[config.mk]
export PLATFORM = sky130hd
export DESIGN_NAME = pattern_osc
export DESIGN_NICKNAME = d
export VERILOG_FILES = /design/src/rtl/osc_pkg.sv /design/src/rtl/osc_pattern_bank.sv /design/src/rtl/osc_sequencer.sv /design/src/rtl/osc_shifter.sv /design/src/rtl/pattern_osc.sv
export SDC_FILE = /design/constraint.sdc
export NUM_CORES = 1
export LEC_CHECK = 0
export BUFFER_PORTS_ARGS = -buffer_cell sky130_fd_sc_hd__buf_2
export CORE_MARGIN = 4
export CORE_UTILIZATION = 60
export CTS_BUF_LIST = sky130_fd_sc_hd__clkbuf_8
export CTS_CLUSTER_DIAMETER = 30
export CTS_CLUSTER_SIZE = 20
export DETAILED_ROUTE_END_ITERATION = 10
export PLACE_DENSITY_LB_ADDON = 0.15
export SLEW_MARGIN = 0
export SYNTH_ARGS = -nofsm -noshare
export SYNTH_HDL_FRONTEND = slang
export SYNTH_SLANG_ARGS = --single-unit
[constraint.sdc]
create_clock -name clk -period 1.87 [get_ports clk]
set_clock_uncertainty 0.15 [all_clocks]
set_input_delay 0.2805 -clock clk [delete_from_list [all_inputs] [get_ports clk]]
set_output_delay 0.2805 -clock clk [all_outputs]
set_load 0.005 [all_outputs]
[src/rtl/osc_pkg.sv]
package osc_pkg;
    // Step an index through 0..count-1 and wrap back to 0.
    function automatic int unsigned wrap_next(input int unsigned cur, input int unsigned count);
        return (cur + 1 >= count) ? 0 : cur + 1;
    endfunction
endpackage

[src/rtl/osc_pattern_bank.sv]
module osc_pattern_bank #(
    parameter int WORD_W    = 32,
    parameter int NUM_WORDS = 4,
    localparam int IDX_W    = $clog2(NUM_WORDS)
) (
    input  logic              clk,
    input  logic              rst_n,
    input  logic              wr_en,
    input  logic [IDX_W-1:0]  wr_addr,
    input  logic [WORD_W-1:0] wr_data,
    input  logic [IDX_W-1:0]  rd_addr,
    output logic [WORD_W-1:0] rd_data,
    input  logic [IDX_W-1:0]  sel_idx,
    output logic [WORD_W-1:0] sel_word
);
    logic [WORD_W-1:0] word_q [NUM_WORDS];

    for (genvar g = 0; g < NUM_WORDS; g++) begin : g_word
        typedef struct packed {
            logic [WORD_W-1:0] value;
        } slot_t;
        slot_t slot_d, slot_q;

        always_comb begin
            slot_d = slot_q;
            if (wr_en && (int'(wr_addr) == g)) begin
                slot_d.value = wr_data;
            end
        end

        always_ff @(posedge clk) begin
            if (!rst_n) slot_q <= '0;
            else        slot_q <= slot_d;
        end

        assign word_q[g] = slot_q.value;

        // a write lands in the addressed word one edge later
        assert_write_lands_R6: assert property (@(posedge clk) disable iff (!rst_n)
            (wr_en && int'(wr_addr) == g) |=> (word_q[g] == $past(wr_data)));
        // a word nobody writes keeps its value
        assert_word_holds_R5: assert property (@(posedge clk) disable iff (!rst_n)
            !(wr_en && int'(wr_addr) == g) |=> $stable(word_q[g]));
    end

    assign rd_data  = word_q[rd_addr];
    assign sel_word = word_q[sel_idx];
endmodule

[src/rtl/osc_sequencer.sv]
module osc_sequencer #(
    parameter int WORD_W    = 32,
    parameter int NUM_WORDS = 4,
    localparam int IDX_W    = $clog2(NUM_WORDS),
    localparam int CNT_W    = $clog2(WORD_W)
) (
    input  logic             clk,
    input  logic             rst_n,
    output logic [IDX_W-1:0] sel_idx,
    output logic             load_stb
);
    import osc_pkg::*;

    typedef struct packed {
        logic [CNT_W-1:0] bit_cnt;
        logic [IDX_W-1:0] idx;
    } seq_t;

    seq_t seq_d, seq_q;

    always_comb begin
        seq_d = seq_q;
        seq_d.bit_cnt = CNT_W'(wrap_next(int'(seq_q.bit_cnt), WORD_W));
        if (seq_q.bit_cnt == '0) begin
            seq_d.idx = IDX_W'(wrap_next(int'(seq_q.idx), NUM_WORDS));
        end
    end

    always_ff @(posedge clk) begin
        if (!rst_n) seq_q <= '0;
        else        seq_q <= seq_d;
    end

    assign sel_idx  = seq_q.idx;
    assign load_stb = (seq_q.bit_cnt == '0);

    // the strobe never lasts two clocks in a row
    assert_stb_single_R2: assert property (@(posedge clk) disable iff (!rst_n)
        load_stb |=> !load_stb);
    // the last bit slot is always followed by a strobe
    assert_stb_follows_R2: assert property (@(posedge clk) disable iff (!rst_n)
        (seq_q.bit_cnt == CNT_W'(WORD_W - 1)) |=> load_stb);
    // the index moves only across a load
    assert_idx_hold_R4: assert property (@(posedge clk) disable iff (!rst_n)
        !load_stb |=> $stable(sel_idx));
    // after a load the index has moved to a different word
    assert_idx_step_R4: assert property (@(posedge clk) disable iff (!rst_n)
        load_stb |=> (sel_idx != $past(sel_idx)));
endmodule

[src/rtl/osc_shifter.sv]
module osc_shifter #(
    parameter int WORD_W = 32
) (
    input  logic              clk,
    input  logic              rst_n,
    input  logic              load,
    input  logic [WORD_W-1:0] word_in,
    output logic              ser_out
);
    typedef struct packed {
        logic [WORD_W-1:0] shreg;
    } shf_t;

    shf_t shf_d, shf_q;

    always_comb begin
        shf_d = shf_q;
        if (load) shf_d.shreg = word_in;
        else      shf_d.shreg = {1'b0, shf_q.shreg[WORD_W-1:1]};
    end

    always_ff @(posedge clk) begin
        if (!rst_n) shf_q <= '0;
        else        shf_q <= shf_d;
    end

    assign ser_out = shf_q.shreg[0];

    // the first bit out after a load is the word's LSB
    assert_lsb_first_R3: assert property (@(posedge clk) disable iff (!rst_n)
        load |=> (ser_out == $past(word_in[0])));
    // between loads the register only shifts, so outside data cannot alter it
    assert_no_midword_change_R5: assert property (@(posedge clk) disable iff (!rst_n)
        !load |=> (shf_q.shreg[WORD_W-2:0] == $past(shf_q.shreg[WORD_W-1:1])));
endmodule

[src/rtl/pattern_osc.sv]
module pattern_osc #(
    parameter int WORD_W    = 32,
    parameter int NUM_WORDS = 4,
    localparam int IDX_W    = $clog2(NUM_WORDS)
) (
    input  logic              clk,
    input  logic              rst_n,
    input  logic              wr_en,
    input  logic [IDX_W-1:0]  wr_addr,
    input  logic [WORD_W-1:0] wr_data,
    input  logic [IDX_W-1:0]  rd_addr,
    output logic [WORD_W-1:0] rd_data,
    output logic [WORD_W-1:0] word_out,
    output logic              load_stb,
    output logic              ser_out
);
    logic [IDX_W-1:0] sel_idx;

    osc_sequencer #(.WORD_W(WORD_W), .NUM_WORDS(NUM_WORDS)) u_seq (
        .clk      (clk),
        .rst_n    (rst_n),
        .sel_idx  (sel_idx),
        .load_stb (load_stb)
    );

    osc_pattern_bank #(.WORD_W(WORD_W), .NUM_WORDS(NUM_WORDS)) u_bank (
        .clk      (clk),
        .rst_n    (rst_n),
        .wr_en    (wr_en),
        .wr_addr  (wr_addr),
        .wr_data  (wr_data),
        .rd_addr  (rd_addr),
        .rd_data  (rd_data),
        .sel_idx  (sel_idx),
        .sel_word (word_out)
    );

    osc_shifter #(.WORD_W(WORD_W)) u_shf (
        .clk     (clk),
        .rst_n   (rst_n),
        .load    (load_stb),
        .word_in (word_out),
        .ser_out (ser_out)
    );

    // the cycle right after reset is a load slot for word 0
    assert_reset_start_R1: assert property (@(posedge clk)
        !rst_n |=> (load_stb && sel_idx == '0 && !ser_out));
endmodule

-- Word level (Yosys, flattened, before mapping)
Index checks and enable logic that the tools add are counted.
- bits in registers: 167
- input port bits: 39
- output and inout port bits: 66
- logic and storage cells: 36
- add/sub/neg operators: 2
- magnitude comparators: 4
- eq/ne operators: 3
- multiplexer cells: 8
- bitwise gates (word level): 3
- reduce and logical (&&, ||, !) cells: 8
- operator list (cell ; count):
    32-bit binary-select mux with 2-bit select ; 2
    32-bit 2-to-1 mux ; 4
    31-bit 2-to-1 mux ; 1
    3-bit >= comparator (second input constant) ; 3
    5-bit by 1-bit adder with 6-bit output (second input constant) ; 1
    6-bit >= comparator (second input constant) ; 1
    2-bit inverter with 3-bit output ; 2
    5-bit zero test ; 1
    2-bit == test (second input constant) ; 2
    1-bit logical AND ; 4
    2-bit by 1-bit adder with 3-bit output (second input constant) ; 1
    2-bit by 1-bit == test with 1-bit output (second input constant) ; 1
    2-bit zero test ; 1
    2-bit 2-to-1 mux ; 1
    2-bit AND reduction ; 1
    2-bit OR reduction ; 1
    1-bit inverter ; 1

-- Depth between registers and ports, before layout
- depth after elaboration: 5
- gate-level depth with buffers: 7
- mapped depth without buffers: 5

-- Hierarchy
A second synthesis with hierarchy kept.
- cells, all modules: 669
- area total of the unflattened synthesis: 7945.1 um^2
- modules (own cells, without submodules) (module ; times used ; cells each ; area each (um^2) ; seq. area each (um^2)):
    osc_pattern_bank ; 1 ; 533 ; 6373.6 ; 2562.5
    osc_shifter ; 1 ; 102 ; 1233.7 ; 640.6
    osc_sequencer ; 1 ; 34 ; 337.8 ; 140.1

-- Worst setup path after synthesis
No wires, ideal clock.
- path type: input to output
- start point: in rd_addr[0]
- end point: out rd_data[10]
- arrival time: 1.336 ns
- required time: 1.439 ns
- path slack: 0.103 ns
- stages on the path: 3
- buffers on the path: 2
- cell sequence: clkbuf_1 buf_2 mux4_2
- word-level cells in the longest chain between the ends: 4
- ends and longest elaborated chain (what ; RTL line ; text):
    start, declared ; pattern_osc.sv:11 ; input logic [IDX_W-1:0] rd_addr,
    2-bit inverter with 3-bit output (not written as such) ; osc_pattern_bank.sv:46 ; assign rd_data = word_q[rd_addr];
    32-bit binary-select mux with 2-bit select ; osc_pattern_bank.sv:46 ;
    32-bit 2-to-1 mux (not written as such) (2 in series) ; osc_pattern_bank.sv:46 ;
    end, declared ; pattern_osc.sv:12 ; output logic [WORD_W-1:0] rd_data,
No other way between the ends. The select of a mux whose other input is x is not followed.

-- Worst setup path after layout
- start point: reg u_seq.seq_q, in the netlist u_seq.sel_idx[0]
- end point: out word_out[3]
- word-level cells in the longest chain between the ends: 4
- ends and longest elaborated chain (what ; RTL line ; text):
    start, declared ; osc_sequencer.sv:19 ; seq_t seq_d, seq_q;
    start signal, assigned ; osc_sequencer.sv:31 ; else seq_q <= seq_d;
    2-bit inverter with 3-bit output (not written as such) ; osc_pattern_bank.sv:47 ; assign sel_word = word_q[sel_idx];
    32-bit binary-select mux with 2-bit select ; osc_pattern_bank.sv:47 ;
    32-bit 2-to-1 mux (not written as such) (2 in series) ; osc_pattern_bank.sv:47 ;
    end, declared ; pattern_osc.sv:13 ; output logic [WORD_W-1:0] word_out,
No other way between the ends. The select of a mux whose other input is x is not followed.

==> flow_summary.toml <==
[run]
cap_violations = 0

[synthesis]
synth_nets = 789
synth.cell_area_mm2 = 0.00759
yosysTopAreaCell = "dfxtp_1"
synth_edf_count = 0
ys_types = 27
synth_flop_cell = "dfxtp_1"
synth_top_area_share_pct = 44.1
synth_most_common_cell = "nand2_1"
ys.warnings.count = 0
syn_avg_cell_area_um2 = 10.2
synth.area.top_cells = "dfxtp_1, mux4_2, nand2_1"
yosysSeqAreaShare_pct = 44.1
netlist_top_cells_count = "nand2_1, dfxtp_1, a21boi_0"
ys_ff_latch = 167
netlist_instances = 747
async_flop_share_pct = 0

[placement]
place.gp.congestion = 0.797
place_ws_ps = 100
dp_hpwl_mm = 12.9
port_buffers = 104

[run_status]
violations = "setup timing"
outcome = "finished with violations"

[drt]
wl_per_cell_um = 19.4
antenna_left = 0
drtIter0Drc = 711
vias_per_cell = 5.92
drt_wl_total_mm = 20.7
drtPass1Iterations = 8
vias = 6301
drc = 0

[grt]
grt_max_degree = 106
overflow = 0
grt_use_total_pct = 28.7
grt_pass1_vias = 6296
antenna_found_initial = 0
grt_pass1_wl_mm = 32.3

[die]
die_area_mm2 = 0.0145
die_w_um = 120
ioPinCount = 105
initial_core_util_pct = 62.1
die_y_um = 120
core_area_mm2 = 0.0122
rows = 40

[clock_network]
numClockSinks = 167
cts_tree = "yes"
clk_latency_ps = 470
clk_pin_slew_ps = 90
cts_buffers = 17
cts_buffer_depth = 2
root_buffer = "clkbuf_8"
cts-htree-levels = 4

[critical_path]
cp_max_fo = 6
crit_arrival_ps = 1790
slowest_delay_ps = 530
crit_path_top_delay_cell = "mux4_2"
worstPathRequired_ps = 1440
end_kind = "output port"
worstSetupStartpointType = "register"
path_class = "register to output port"
timing.critical_path.cells = "clkbuf_16 -> mux4_2 -> buf_2"

[timing]
worstMarginPinSlew_ps = 405
period_share_pct = 119
setup_slack_ps = -352
hold_viol = 0
max_freq_mhz = 450
maxSlewHeadroom_pct = 73.0
slew_viol_final = 0
rsz0062_at_grt = "yes"
fin_crit_ps = 2220
finalSetupViolations = 34

[power]
p_switching_mw = 2.00
clkPwrFrac_pct = 38.0
p_int_mw = 6.04
power.static_leakage_nw = 3.61
switching_share_pct = 24.9
p_per_area_mw_per_mm2 = 856
seq_power_share_pct = 47.1
combPwrFrac_pct = 14.8
peakVddDrop_v = 0.000760

[cells_and_area]
post-route-util_pct = 76.9
diodes = 0
area_growth_pct = 23.8
fill_cells = 868
nNetsFinal = 925
layout-drive-gt1-share_pct = 34.2

[worst_hold_path]
hp-class = "primary input to register"
[critical path: cells and delay by family, from the launching register on]
family / cells / cell delay [ps]
buffers and inverters: 2 / 350
muxes: 1 / 530
DFF: 1 / 440
[timing repair]
item | CTS | global route
setup buffers | 5 | 9
cloned | 1 | 1
endpoints found under the setup margin | 40 | 65
pin swaps | 1 | 0
hold endpoints to repair | 128 | 0
resized for setup | 21 | 45
hold buffers | 32 | 0
[metal layers]
| layer | GRT usage [%] | part of all wire, % | vias up |
|---|---|---|---|
| met5 | 0 | 0 | - |
| met4 | 10.8 | 2.3 | 0 |
| met3 | 7.30 | 7.3 | 41 |
| met2 | 48.4 | 50 | 263 |
| met1 | 35.8 | 40 | 3120 |
| li1 | - | - | 2877 |
[metrics by stage]
stage | cell area (um^2) | std cells | hold slack [ps] | total power, mW | setup TNS [ps]
final | 9400 | 1064 | 74.6 | 8.05 | -9950
after global routing | 9400 | 1064 | 95.1 | 8.31 | -12430
after CTS | 9240 | 1054 | 61.3 | 8.02 | -10400
after detailed placement | 8320 | 984 | 286 | 4.89 | 0
after global placement | 8320 | 984 | 281 | 4.86 | 0
after floorplan | 7590 | 747 | 265 | 4.49 | 0
[cells by family (layout without fill, tap and decap cells)]
family / Yosys count / count (layout) / synth area share, %
and+or+nand+nor: 280 / 280 / 14.9
DFF: 167 / 167 / 44.1
AOI/OAI and AO/OA: 160 / 160 / 16.3
buffers and inverters: 68 / 217 / 4.68
muxes: 66 / 66 / 19.3
adders and majority gates: 3 / 3 / 0.495
xor gates and xnor gates: 3 / 3 / 0.346
[state kept, by name, summed over array words and instances, names as in the netlist]
signal and flops:
u_shf.shf_q 32, u_bank.g_word.slot_q 128, u_seq.sel_idx 2, u_seq.seq_q 5
[cell usage in the layout, fill, tap and decap left out, types with 6 or more instances in the layout]
cell type / instances
nand2_1: 257
a21boi_0: 123
dfxtp_1: 113
buf_2: 101
mux4_2: 64
dfxtp_2: 52
buf_4: 33
dlygate4sd3_1: 32
a22o_1: 31
clkbuf_8: 18
buf_12: 9
bufinv_16: 6
[path summary, 6_finish.rpt]
check              startpoint                     endpoint  slack (ps)  depth (start not counted)
max          u_seq.sel_idx[0]                  word_out[3]        -350                          3
min                wr_addr[1]  u_bank.g_word[0].slot_q[23]          70                          4
max reg2reg  u_seq.sel_idx[0]               u_shf.shf_q[3]         100                          4
min reg2reg   u_shf.shf_q[20]              u_shf.shf_q[19]         300                          1
[power by group through the flow]
stage / Clock, mW / Combinational [mW] / Sequential, mW
2_1_floorplan: 0 / 0.680 / 3.81
3_3_place_gp: 0 / 1.01 / 3.85
3_5_place_dp: 0 / 1.03 / 3.86
4_1_cts: 3.09 / 1.15 / 3.78
5_1_grt: 3.23 / 1.28 / 3.81
6_report: 3.06 / 1.19 / 3.79
[cell type report]
cell class / instances / area (um^2) / area share [%]
clock inverter: 14 / 230 / 2.45
inverter: 3 / 13.8 / 0.146
timing repair buffer: 182 / 1370 / 14.5
sequential: 167 / 3420 / 36.4
multi-input combinational: 512 / 3910 / 41.6
clock buffer: 18 / 248 / 2.64
tap: 168 / 210 / 2.24
No activity file was read; power rests on OpenSTA's default activity.
